`config.mk`:
```
export PLATFORM = sky130hd
export DESIGN_NAME = irq_agg_top
export DESIGN_NICKNAME = d
export VERILOG_FILES = /design/src/rtl/irq_agg_pkg.sv /design/src/rtl/irq_regif.sv /design/src/rtl/irq_pend_bank.sv /design/src/rtl/irq_gate.sv /design/src/rtl/irq_agg_top.sv
export SDC_FILE = /design/constraint.sdc
export NUM_CORES = 1
export LEC_CHECK = 0
export BUFFER_PORTS_ARGS = -buffer_cell sky130_fd_sc_hd__buf_2
export CAP_MARGIN = 20
export CELL_PAD_IN_SITES_DETAIL_PLACEMENT = 1
export CELL_PAD_IN_SITES_GLOBAL_PLACEMENT = 1
export CORE_ASPECT_RATIO = 1.1
export CORE_MARGIN = 10
export CORE_UTILIZATION = 20
export CTS_BUF_LIST = sky130_fd_sc_hd__clkbuf_4 sky130_fd_sc_hd__clkbuf_8
export DETAILED_ROUTE_END_ITERATION = 6
export PLACE_DENSITY = 0.91
export SLEW_MARGIN = 20
export SYNTH_ARGS = -nofsm -noshare
export SYNTH_HDL_FRONTEND = slang
export SYNTH_SLANG_ARGS = --single-unit
export TNS_END_PERCENT = 10
```
`constraint.sdc`:
```
create_clock -name clk -period 1.13 [get_ports clk]
set_input_delay 0.0565 -clock clk [delete_from_list [all_inputs] [get_ports clk]]
set_output_delay 0.0565 -clock clk [all_outputs]
set_load 0.03 [all_outputs]
```
`src/rtl/irq_agg_pkg.sv`:
```
package irq_agg_pkg;

    localparam int IP_W = 8;

    typedef struct packed {
        logic            ie;
        logic            exl;
        logic            erl;
        logic [IP_W-1:0] im;
    } core_status_t;

    typedef enum logic [1:0] {
        OP_NONE = 2'd0,
        OP_ACK  = 2'd1,
        OP_MASK = 2'd2,
        OP_READ = 2'd3
    } bus_op_e;

    // Core accepts interrupts only when enabled and not at exception or error level.
    function automatic logic gate_open(core_status_t st);
        return st.ie && !st.exl && !st.erl;
    endfunction

endpackage

```
`src/rtl/irq_regif.sv`:
```
module irq_regif
    import irq_agg_pkg::*;
#(
    parameter int NUM_SRC = 3,
    parameter int ADDR_W  = 4,
    parameter int DATA_W  = 32
) (
    input  logic               clk,
    input  logic               rst,
    input  logic               bus_en,
    input  logic               bus_we,
    input  logic [ADDR_W-1:0]  bus_addr,
    input  logic [DATA_W-1:0]  bus_wdata,
    input  logic [NUM_SRC-1:0] pend_i,
    input  logic [NUM_SRC-1:0] mask_i,
    output logic [NUM_SRC-1:0] ack_o,
    output logic [NUM_SRC-1:0] set_o,
    output logic [NUM_SRC-1:0] clr_o,
    output logic [DATA_W-1:0]  rdata_o
);
    localparam int CLR_OFS = DATA_W / 2;
    localparam logic [ADDR_W-1:0] PEND_ADDR = '0;
    localparam logic [ADDR_W-1:0] MASK_ADDR = ADDR_W'(1);

    bus_op_e           op;
    logic [DATA_W-1:0] rd_val;
    logic              unused_wdata;

    assign unused_wdata = ^bus_wdata;

    always_comb begin
        op = OP_NONE;
        if (bus_en) begin
            if (!bus_we)                    op = OP_READ;
            else if (bus_addr == PEND_ADDR) op = OP_ACK;
            else if (bus_addr == MASK_ADDR) op = OP_MASK;
        end
    end

    assign ack_o = (op == OP_ACK)  ? bus_wdata[NUM_SRC-1:0]       : '0;
    assign set_o = (op == OP_MASK) ? bus_wdata[NUM_SRC-1:0]       : '0;
    assign clr_o = (op == OP_MASK) ? bus_wdata[CLR_OFS +: NUM_SRC] : '0;

    always_comb begin
        rd_val = '0;
        if (bus_addr == PEND_ADDR)      rd_val[NUM_SRC-1:0] = pend_i;
        else if (bus_addr == MASK_ADDR) rd_val[NUM_SRC-1:0] = mask_i;
    end

    always_ff @(posedge clk) begin
        if (rst)                 rdata_o <= '0;
        else if (op == OP_READ)  rdata_o <= rd_val;
    end
endmodule

```
`src/rtl/irq_pend_bank.sv`:
```
module irq_pend_bank #(
    parameter int NUM_SRC = 3
) (
    input  logic               clk,
    input  logic               rst,
    input  logic [NUM_SRC-1:0] req_i,
    input  logic [NUM_SRC-1:0] ack_i,
    input  logic [NUM_SRC-1:0] set_i,
    input  logic [NUM_SRC-1:0] clr_i,
    output logic [NUM_SRC-1:0] pend_o,
    output logic [NUM_SRC-1:0] mask_o
);
    for (genvar i = 0; i < NUM_SRC; i++) begin : g_src
        // Pending: a fresh request outranks its own acknowledge.
        always_ff @(posedge clk) begin
            if (rst) pend_o[i] <= 1'b0;
            else     pend_o[i] <= (pend_o[i] && !ack_i[i]) || req_i[i];
        end
        // Mask: clear outranks set.
        always_ff @(posedge clk) begin
            if (rst)           mask_o[i] <= 1'b0;
            else if (clr_i[i]) mask_o[i] <= 1'b0;
            else if (set_i[i]) mask_o[i] <= 1'b1;
        end
    end
endmodule

```
`src/rtl/irq_gate.sv`:
```
module irq_gate
    import irq_agg_pkg::*;
#(
    parameter int NUM_SRC = 3,
    parameter int IP_LINE = 2
) (
    input  logic               clk,
    input  logic               rst,
    input  logic [NUM_SRC-1:0] pend_i,
    input  logic [NUM_SRC-1:0] mask_i,
    input  core_status_t       st_i,
    input  logic [IP_W-1:0]    ext_i,
    output logic               line_o,
    output logic               take_o
);
    logic            line_next;
    logic [IP_W-1:0] field;
    logic            take_next;
    logic            unused_ext;

    assign unused_ext = ext_i[IP_LINE];
    assign line_next  = |(pend_i & mask_i);

    always_comb begin
        field          = ext_i;
        field[IP_LINE] = line_next;
    end

    assign take_next = gate_open(st_i) && (|(st_i.im & field));

    always_ff @(posedge clk) begin
        if (rst) begin
            line_o <= 1'b0;
            take_o <= 1'b0;
        end else begin
            line_o <= line_next;
            take_o <= take_next;
        end
    end
endmodule

```
`src/rtl/irq_agg_top.sv`:
```
module irq_agg_top
    import irq_agg_pkg::*;
#(
    parameter int NUM_SRC = 3,
    parameter int ADDR_W  = 4,
    parameter int DATA_W  = 32,
    parameter int IP_LINE = 2
) (
    input  logic               clk,
    input  logic               rst,
    input  logic [NUM_SRC-1:0] src_req,
    input  logic               bus_en,
    input  logic               bus_we,
    input  logic [ADDR_W-1:0]  bus_addr,
    input  logic [DATA_W-1:0]  bus_wdata,
    output logic [DATA_W-1:0]  bus_rdata,
    input  logic               st_ie,
    input  logic               st_exl,
    input  logic               st_erl,
    input  logic [IP_W-1:0]    st_im,
    input  logic [IP_W-1:0]    cause_ip_ext,
    output logic [NUM_SRC-1:0] pending_o,
    output logic               ip_line_o,
    output logic               take_irq_o
);
    logic [NUM_SRC-1:0] ack_v, set_v, clr_v, mask_q;
    core_status_t       status;

    assign status = '{ie: st_ie, exl: st_exl, erl: st_erl, im: st_im};

    irq_regif #(.NUM_SRC(NUM_SRC), .ADDR_W(ADDR_W), .DATA_W(DATA_W)) u_regif (
        .clk(clk), .rst(rst), .bus_en(bus_en), .bus_we(bus_we),
        .bus_addr(bus_addr), .bus_wdata(bus_wdata),
        .pend_i(pending_o), .mask_i(mask_q),
        .ack_o(ack_v), .set_o(set_v), .clr_o(clr_v), .rdata_o(bus_rdata)
    );

    irq_pend_bank #(.NUM_SRC(NUM_SRC)) u_bank (
        .clk(clk), .rst(rst), .req_i(src_req), .ack_i(ack_v),
        .set_i(set_v), .clr_i(clr_v), .pend_o(pending_o), .mask_o(mask_q)
    );

    irq_gate #(.NUM_SRC(NUM_SRC), .IP_LINE(IP_LINE)) u_gate (
        .clk(clk), .rst(rst), .pend_i(pending_o), .mask_i(mask_q),
        .st_i(status), .ext_i(cause_ip_ext),
        .line_o(ip_line_o), .take_o(take_irq_o)
    );
endmodule

```
==> results of run 1 <==
-- cell families (layout without fill, tap and decap cells) --
logic type,after synthesis,in the layout
buffers and inverters,34,55
AOI/OAI and AO/OA,20,20
and+or+nand+nor,18,18
DFF,11,11
muxes,3,3
other,1,29
-- synth_stat cells, drive strengths merged --
master / number
or4b: 1
nor2b: 1
dfxtp: 11
buf: 30
a41oi: 3
a21oi: 6
inv: 3
a31oi: 1
a221oi: 1
a211oi: 3
nand3: 3
nand2: 3
o21ai: 3
a222oi: 2
and4: 1
conb: 1
nor2: 1
a22o: 1
and2: 1
clkbuf: 1
nor3: 1
mux2: 3
nand2b: 2
nand4b: 3
or3: 1
-- final cells by class --
class | instances | area [um2] | share of cell area (%)
multi-input combinational | 70 | 423 | 41.2
clock buffer | 4 | 48.8 | 4.75
tap | 50 | 62.6 | 6.09
sequential | 11 | 221 | 21.6
timing repair buffer | 48 | 260 | 25.3
inverter | 3 | 11.3 | 1.10
-- sequential cells by signal, indices dropped and copies added, names as in the netlist --
signal,flops
u_bank.mask_o,3
u_gate.take_o,1
u_bank.pend_o,3
u_regif.rdata_o,3
u_gate.line_o,1
-- worst paths after layout --
kind,from,to
worst max-delay path,u_bank.mask_o[0],u_gate.take_o
worst min register to register,u_regif.rdata_o[1],u_regif.rdata_o[1]
worst min-delay path,bus_wdata[18],u_bank.mask_o[2]
worst max register to register,u_bank.mask_o[0],u_gate.take_o
-- layer usage --
metal	global-route usage (%)	vias to the layer above	wire length (um)
met3	4.75	4	238
met4	3.26	0	23
li1	-	353	-
met1	8.11	325	1120
met5	0	-	0
met2	12.8	43	1270
-- critical path, stage by stage, from the launching register on --
cell	delay, ns
dfxtp_2	0.33
a222oi_1	0.37
nand2b_1	0.17
a31oi_1	0.09
-- through the flow --
stage	instances	setup TNS, ns	total power, mW	hold WS, ns	cell area [um2]
2_1_floorplan	115	0	0.687	0.150	881
3_3_place_gp	179	0	0.705	0.248	950
3_5_place_dp	179	0	0.710	0.250	950
4_1_cts	184	0	1.13	0.00150	1010
5_1_grt	186	-0.0556	1.20	0.00386	1030
6_report	186	0	1.13	0.00564	1030
-- what timing repair did --
| item | CTS | global route |
|---|---|---|
| buffers inserted | 0 | 1 |
| setup endpoints to repair | 0 | 1 |
| hold endpoints to repair | 1 | 1 |
| gates resized for setup | 0 | 1 |
| hold buffers | 1 | 1 |
-- power by group through the flow --
stage / logic (mW) / clock network, mW / registers [mW]
after global placement: 0.293 / 0 / 0.412
after floorplan: 0.256 / 0 / 0.432
after global routing: 0.335 / 0.463 / 0.406
after CTS: 0.300 / 0.428 / 0.405
after detailed placement: 0.297 / 0 / 0.413
final: 0.308 / 0.420 / 0.405
==> metrics, run 1 <==
status complete, no violations; synth-to-layout area growth 32.4%; yosys warns 0; Sw Ratio 32.9%; Post-DP HPWL approximately 2400 um; logic gate share of total power 27.2%; die area approximately 0.0068 mm2; # DRC 0; gr ovfl total 0; Startpoint Class register; RSZ-0062 raised after global routing yes; Mapped Avg Cell Area 8.92 um2; most common cell after layout, fill and taps aside buf_2; first-pass GRT wire length 4180 um; die width 79.4 um; Placer Congestion 0.836; die span in y 85.3 um; layout cells sized above 1 44.1%; initial antenna violation count 0; multiplexer area fraction after synthesis under 10%; max_cap viols 0; worst hold path class input port to register; worst vdd ir 0.362 mV; Post-Synth XOR/XNOR Area 0%; main combinational cell family by area after synthesis buffers and inverters; ANT nets after route 0; core area 0.00368 mm2; Ant. Diodes 0; Synth area leaders dfxtp_1 (28%), buf_4 (28%), a211oi_2 (4.8%), mux2_2 (4.4%), a21oi_1 (3.9%); clock latency on the worst-skew pair 0.24 ns; CTS tree done; Synth Area in Adders 0%; clk buf depth 2; Synth top area share 28.4%; clock slew at reported path FFs 0.05 ns; dpl ws approximately 0.033 ns; WHS Path Cells 2; Post-layout nets 199; via count 725; largest area contributor in the netlist dfxtp_1; Psw 373 uW; Crit. End Element register; post-synthesis compound-gate area fraction 19.7%; cell area after synthesis approximately 780 um2; Final Hold Vio Count 0; commonest cells after routing, fill and taps aside buf_2 (42), conb_1 (29), dfxtp_1 (10); clk sink count 11; row count 23; Post-Synthesis Cells 87; post-synthesis cell type count 26; Top-Level Pins 99; sequential area share after synthesis 28.4%; PD cells 1100 mW/mm2; largest net degree at the start of global routing 11; worst r2r path cells 3; fin crit period around 1.1 ns; final worst-path cycle share approximately 97%; R2R setup slack 0.04 ns; Routed WL 2650 um; sequential power share 35.7%; Synth Area in Simple Gates 16.5%; WP data required 1.23 ns; Core Util, Final 27.9%; final setup vio count 0; Fillers 490; CP Class register to register; CTS root buf clkbuf_8; post-synthesis sequential element count 11; IO Port Bufs between 40 and 50; DR iter-0 viols 25; final setup margin 0.0370 ns; gr usage total 7.91%; crit path max fanout 3; vias per cell between 3 and 4; Clk pwr share 37.1%; number of global-route vias before repair 897; TritonRoute pass-1 iters 4; Max Slew Vio Count 0; Avg WL per Cell 14.2 um; Int Pwr 760 uW; WP data arrival 1.20 ns; H-tree Lvls 1; clock skew between 0.003 and 0.004 ns; Leak between 0.5 and 0.6 nW; CTS Buf Count 3; initial core utilization 21.1%; fmax around 910 MHz
Power figures use the tool's default switching activity.
==> run 2: changes to the inputs <==
- PLACE_DENSITY: 0.91 -> 0.92
- SYNTH_HIERARCHICAL: not set -> 1
==> run 2 against run 1 <==
The run now ends with setup timing left. Power grew 0.53%. Wire length shrank 1.1%. Clock-buffer cell count is the same. Critical endpoint is now u_bank/mask_o[1]. Largest cell class unchanged.
==> metrics, run 2 <==
CTS Buf Count 3 (unchanged); Worst Setup SP bus_addr[3] (was u_bank.mask_o[0]); Max Slew Vio Count 0 (unchanged); final worst-path cycle share 108% (was 96.7%); clock skew 0.00217 ns (was 0.00336 ns); die span in y 85.1 um (was 85.3 um); commonest cells after routing, fill and taps aside buf_2 (41), conb_1 (29), inv_1 (11), dfxtp_1 (11), buf_4 (8) (was buf_2 (42), conb_1 (29), dfxtp_1 (10)); initial antenna violation count 0 (unchanged); cell area after synthesis 771 um2 (was 776 um2); largest net degree at the start of global routing 11 (unchanged); worst vdd ir 0.304 mV (was 0.362 mV); Final Hold Vio Count 0 (unchanged); largest area contributor in the netlist dfxtp_1 (unchanged); yosys warns 6 (was 0); vias per cell 3.69 (was 3.90); worst hold path class input port to register (unchanged); most common cell after layout, fill and taps aside buf_2 (unchanged); Routed WL 2620 um (was 2650 um); post-synthesis sequential element count 11 (unchanged); row count 23 (unchanged); status finished, violations left (was complete, no violations); DR iter-0 viols 18 (was 25); Cell Count Post-Placement 190 (was 179); clk buf depth 2 (unchanged); r2r startpoint u_bank/pend_o[0] (was u_bank.mask_o[0]); Synth area leaders dfxtp_1 (29%), buf_4 (28%), inv_1 (5.4%), nor2_2 (4.1%), mux2i_1 (3.9%) (was dfxtp_1 (28%), buf_4 (28%), a211oi_2 (4.8%), mux2_2 (4.4%), a21oi_1 (3.9%)); gr ovfl total 0 (unchanged); design area 0.00105 mm2 (was 0.00103 mm2); Placer Congestion 0.794 (was 0.836); WP data arrival 1.38 ns (was 1.20 ns); Post-layout nets 207 (was 199); number of global-route vias before repair 883 (was 897); Post-synth top flop dfxtp_1 (unchanged); Leak 0.562 nW (was 0.500 nW); Setup Buffers After CTS 0 (unchanged); clk sink count 11 (unchanged); Mapped Avg Cell Area 8.29 um2 (was 8.92 um2); max_cap viols 0 (unchanged); first-pass GRT wire length 3910 um (was 4180 um); fin crit period 1.22 ns (was 1.09 ns); Top Registers u_bank/mask_o: 3 flops, u_bank/pend_o: 3 flops, u_regif/rdata_o: 3 flops (was u_bank.mask_o: 3 flops, u_bank.pend_o: 3 flops, u_regif.rdata_o: 3 flops); # DRC 0 (unchanged); cts hold-fix bufs 0 (was 1); Post-synth EDFFs 0 (unchanged); RSZ-0062 raised after global routing yes (unchanged); IO Port Bufs 42 (unchanged); failing checks setup timing; layout cells sized above 1 45.1% (was 44.1%); initial core utilization 20.9% (was 21.1%); H-tree Lvls 1 (unchanged); gr usage total 7.18% (was 7.91%); Avg WL per Cell 13.5 um (was 14.2 um); Crit. End Element register (unchanged); Synth top area share 28.6% (was 28.4%); Post-DP HPWL 2280 um (was 2370 um); CP Class input port to register (was register to register); Top-Level Pins 99 (unchanged); crit path max fanout 6 (was 3); Ant. Diodes 0 (unchanged); TritonRoute pass-1 iters 4 (unchanged); clock slew at reported path FFs 0.05 ns (about the same); synth cell count leaders buf_4 (29), dfxtp_1 (11), inv_1 (11) (was buf_4 (29), dfxtp_1 (11), a21oi_1 (6)); WP data required 1.29 ns (was 1.23 ns); FFs w/ async S/R, synth 0% (unchanged); final setup margin -0.0880 ns (was 0.0370 ns); via count 715 (was 725); DP Area 976 um2 (was 950 um2); Startpoint Class input port (was register); PD cells 1080 mW/mm2 (was 1100 mW/mm2); Final Non-Filler Cells 194 (was 186); clock latency on the worst-skew pair 0.24 ns (about the same); die area 0.00674 mm2 (was 0.00677 mm2); die width 79.2 um (was 79.4 um); worst min-delay path startpoint src_req[1] (was bus_wdata[18]); core area 0.00368 mm2 (unchanged); CTS root buf clkbuf_8 (unchanged); ANT nets after route 0 (unchanged); fmax 821 MHz (was 915 MHz); synth-to-layout area growth 36.9% (was 32.4%); final setup vio count 6 (was 0); post-synthesis cell type count 22 (was 26); total negative slack -0.314 ns (was 0 ns); Post-Synthesis Cells 93 (was 87); sequential area share after synthesis 28.6% (was 28.4%); CTS tree done (unchanged); top-count cell post-synth buf_4 (unchanged)
==> run 2: final cells by class <==
class | instances | area, um2
fill | 477 | 2630
inverter | 11 | 41.3
multi-input combinational | 68 | 405
tap | 50 | 62.6
clock buffer | 4 | 48.8
sequential | 11 | 220
timing repair buffer | 50 | 277
==> run 2: timing repair <==
item                       in CTS  in global routing
pin swaps                       2                  0
gates cloned                    0                  0
setup endpoints to repair       7                 10
gates resized for setup         2                  3
==> run 2: through the flow <==
| stage | hold WS, ns | setup slack (ns) | total power [mW] | util, % |
|---|---|---|---|---|
| final | 0.0488 | -0.0880 | 1.14 | 28.6 |
| after global routing | 0.0478 | -0.148 | 1.19 | 28.6 |
| after global placement | 0.295 | -0.378 | 0.701 | 26.5 |
| after CTS | 0.0460 | -0.0822 | 1.14 | 28.1 |
| after detailed placement | 0.303 | -0.455 | 0.706 | 26.5 |
| after floorplan | 0.126 | -0.213 | 0.682 | - |
==> run 2: cell families after synthesis <==
group / share of synthesized area (%)
other: 0.487
AND/OR/NAND/NOR: 19.8
flip-flops: 28.6
buffers and inverters: 35.6
multiplexers: 3.90
AO/OA/AOI/OAI: 11.7
==> run 2: final timing paths <==
check	endpoint	slack, ns	cells past startpoint
worst min register to register	u_regif/rdata_o[1]	0.46	1
worst min-delay path	u_bank/pend_o[1]	0.05	3
worst max register to register	u_gate/take_o	0.06	3
worst max-delay path	u_bank/mask_o[1]	-0.09	6
==> run 2: metal layers <==
layer / global-route usage, % / part of all wire [%]
met4: 1.96 / 1.1
met5: 0 / 0
met1: 6.23 / 35
met2: 12.8 / 50
met3: 5.27 / 13
==> run 2: critical path, stage by stage <==
cell and delay (ns):
buf_6 0.09, or4b_4 0.54, or3_4 0.41, nor2_2 0.10, nor2_1 0.04, nor3_1 0.15
==> run 2: where the power goes <==
part / total, mW / internal, mW / switching (mW)
Combinational: 0.307 / 0.0892 / 0.218
Sequential: 0.404 / 0.399 / 0.00484
Clock: 0.428 / 0.272 / 0.156
==> run 3: changes to the inputs <==
- MAX_ROUTING_LAYER: not set -> met4
==> run 3 against run 2 <==
Non-clock buffer count did not move. Global-route usage increased by 0.20 points. Core utilization stayed put. Combinational power hardly changed. Sequential share of layout area unchanged. Die area did not move. The flow still finishes with violations (setup timing). Highest routed layer unchanged. Wire length unchanged. Fmax unchanged. First-iteration DRC count stayed put. Sequential power is essentially flat. Power about the same.
==> metrics, run 3 (synthesis results as in run 2) <==
status finished, violations left (unchanged); failing checks setup timing (unchanged); row count 23 (unchanged); largest net degree at the start of global routing 11 (unchanged); Routed WL 2620 um (unchanged); Setup Buffers After CTS 0 (unchanged); die width 79.2 um (unchanged); initial core utilization 20.9% (unchanged); Psw 379 uW (about the same); IO Port Bufs 42 (unchanged); CP Class input port to register (unchanged); worst hold path class input port to register (unchanged); WP data required 1.29 ns (about the same); PD cells 1080 mW/mm2 (about the same); clock latency on the worst-skew pair 0.24 ns (about the same); clock skew 0.00217 ns (unchanged); number of global-route vias before repair 885 (was 883); fmax 821 MHz (unchanged); WP data arrival 1.38 ns (about the same); # DRC 0 (unchanged); Leak 0.562 nW (unchanged); final worst-path cycle share 108% (unchanged); first-pass GRT wire length 3900 um (was 3910 um); met1 WL 966 um (was 925 um); RSZ-0062 raised after global routing yes (unchanged); Placer Congestion 0.805 (was 0.794); Post-layout nets 207 (unchanged); Core Util, Final 28.6% (unchanged); H-tree Lvls 1 (unchanged); Sw Ratio 33.2% (about the same); gr ovfl total 0 (unchanged); DR iter-0 viols 18 (unchanged); Final Hold Vio Count 0 (unchanged); Avg WL per Cell 13.5 um (unchanged); vias per cell 3.69 (unchanged); core area 0.00368 mm2 (unchanged); final setup margin -0.0880 ns (unchanged); die area 0.00674 mm2 (unchanged); clk buf depth 2 (unchanged); die span in y 85.1 um (unchanged); Power Total 1.14 mW (about the same); met2 routed WL 1310 um (unchanged); CTS root buf clkbuf_8 (unchanged); fin crit period 1.22 ns (unchanged); CTS tree done (unchanged); max_cap viols 0 (unchanged); Int Pwr 760 uW (unchanged); TritonRoute pass-1 iters 4 (unchanged); Post-DP HPWL 2280 um (unchanged); layout cells sized above 1 45.1% (unchanged); Top-Level Pins 99 (unchanged); ANT nets after route 0 (unchanged); Max Slew Vio Count 0 (unchanged); total negative slack -0.314 ns (unchanged); Startpoint Class input port (unchanged); gr usage total 7.38% (was 7.18%); clk sink count 11 (unchanged); dpl ws -0.455 ns (unchanged); worst vdd ir 0.304 mV (unchanged); clock slew at reported path FFs 0.05 ns (about the same); crit path max fanout 6 (unchanged); commonest cells after routing, fill and taps aside buf_2 (41), conb_1 (29), inv_1 (11), dfxtp_1 (11), buf_4 (8) (unchanged); Fillers 477 (unchanged); synth-to-layout area growth 36.9% (unchanged); logic gate share of total power 27.0% (about the same); DR WL met3 311 um (was 352 um); Ant. Diodes 0 (unchanged); Clk pwr share 37.6% (about the same); CTS Buf Count 3 (unchanged); Top Layer Used met4 (unchanged); Crit. End Element register (unchanged); most common cell after layout, fill and taps aside buf_2 (unchanged); sequential power share 35.4% (was 35.5%); final setup vio count 6 (unchanged); via count 715 (unchanged); initial antenna violation count 0 (unchanged); Top Registers u_bank/mask_o: 3 flops, u_bank/pend_o: 3 flops, u_regif/rdata_o: 3 flops (unchanged)
-- run 3: cell counts in the layout (fill, tap and decap cells not counted) --
Identical to the previous run, type by type.
-- run 3: repair_timing --
item | 4_1_cts | 5_1_grt
gates resized for setup | 2 | 3
endpoints found under the setup margin | 7 | 10
hold buffers | 0 | 0
pin swaps | 2 | 0
-- run 3: path summary, 6_finish.rpt --
kind | start | to | slack [ns] | depth (start not counted)
hold reg to reg | u_regif/rdata_o[1] | u_regif/rdata_o[1] | 0.46 | 1
setup / recovery | bus_addr[3] | u_bank/mask_o[1] | -0.09 | 6
hold / removal | src_req[1] | u_bank/pend_o[1] | 0.05 | 3
setup reg to reg | u_bank/pend_o[0] | u_gate/take_o | 0.06 | 3
-- run 3: power groups by stage --
| stage | Clock [mW] | Sequential (mW) | Combinational (mW) |
|---|---|---|---|
| after floorplan | 0 | 0.432 | 0.249 |
| after global placement | 0 | 0.411 | 0.289 |
| after detailed placement | 0 | 0.412 | 0.294 |
| after CTS | 0.436 | 0.404 | 0.298 |
| after global routing | 0.454 | 0.405 | 0.332 |
| final | 0.428 | 0.404 | 0.307 |
-- run 3: area by class of cell --
| cell class | instances | area (um2) | area share, % |
|---|---|---|---|
| inverters | 11 | 41.3 | 3.91 |
| flip-flops and latches | 11 | 220 | 20.9 |
| repair buffers | 50 | 277 | 26.2 |
| multi-input cells | 68 | 405 | 38.4 |
| well taps | 50 | 62.6 | 5.93 |
| clock buffers | 4 | 48.8 | 4.63 |
-- run 3: critical path, stage by stage --
cell	delay, ns
buf_6	0.09
or4b_4	0.54
or3_4	0.41
nor2_2	0.10
nor2_1	0.04
nor3_1	0.15
-- run 3: metrics by stage --
step           instance area, um2  cells  hold WS, ns
2_1_floorplan                 876    121        0.126
3_5_place_dp                  976    190        0.303
6_report                     1050    194       0.0488
3_3_place_gp                  976    190        0.295
5_1_grt                      1050    194       0.0478
4_1_cts                      1040    194       0.0460
-- run 3: metal layers --
layer / track usage [%] / vias to the layer above
met5: - / -
met4: 1.96 / 0
met1: 6.59 / 317
met2: 12.8 / 42
li1: - / 353
met3: 4.64 / 3
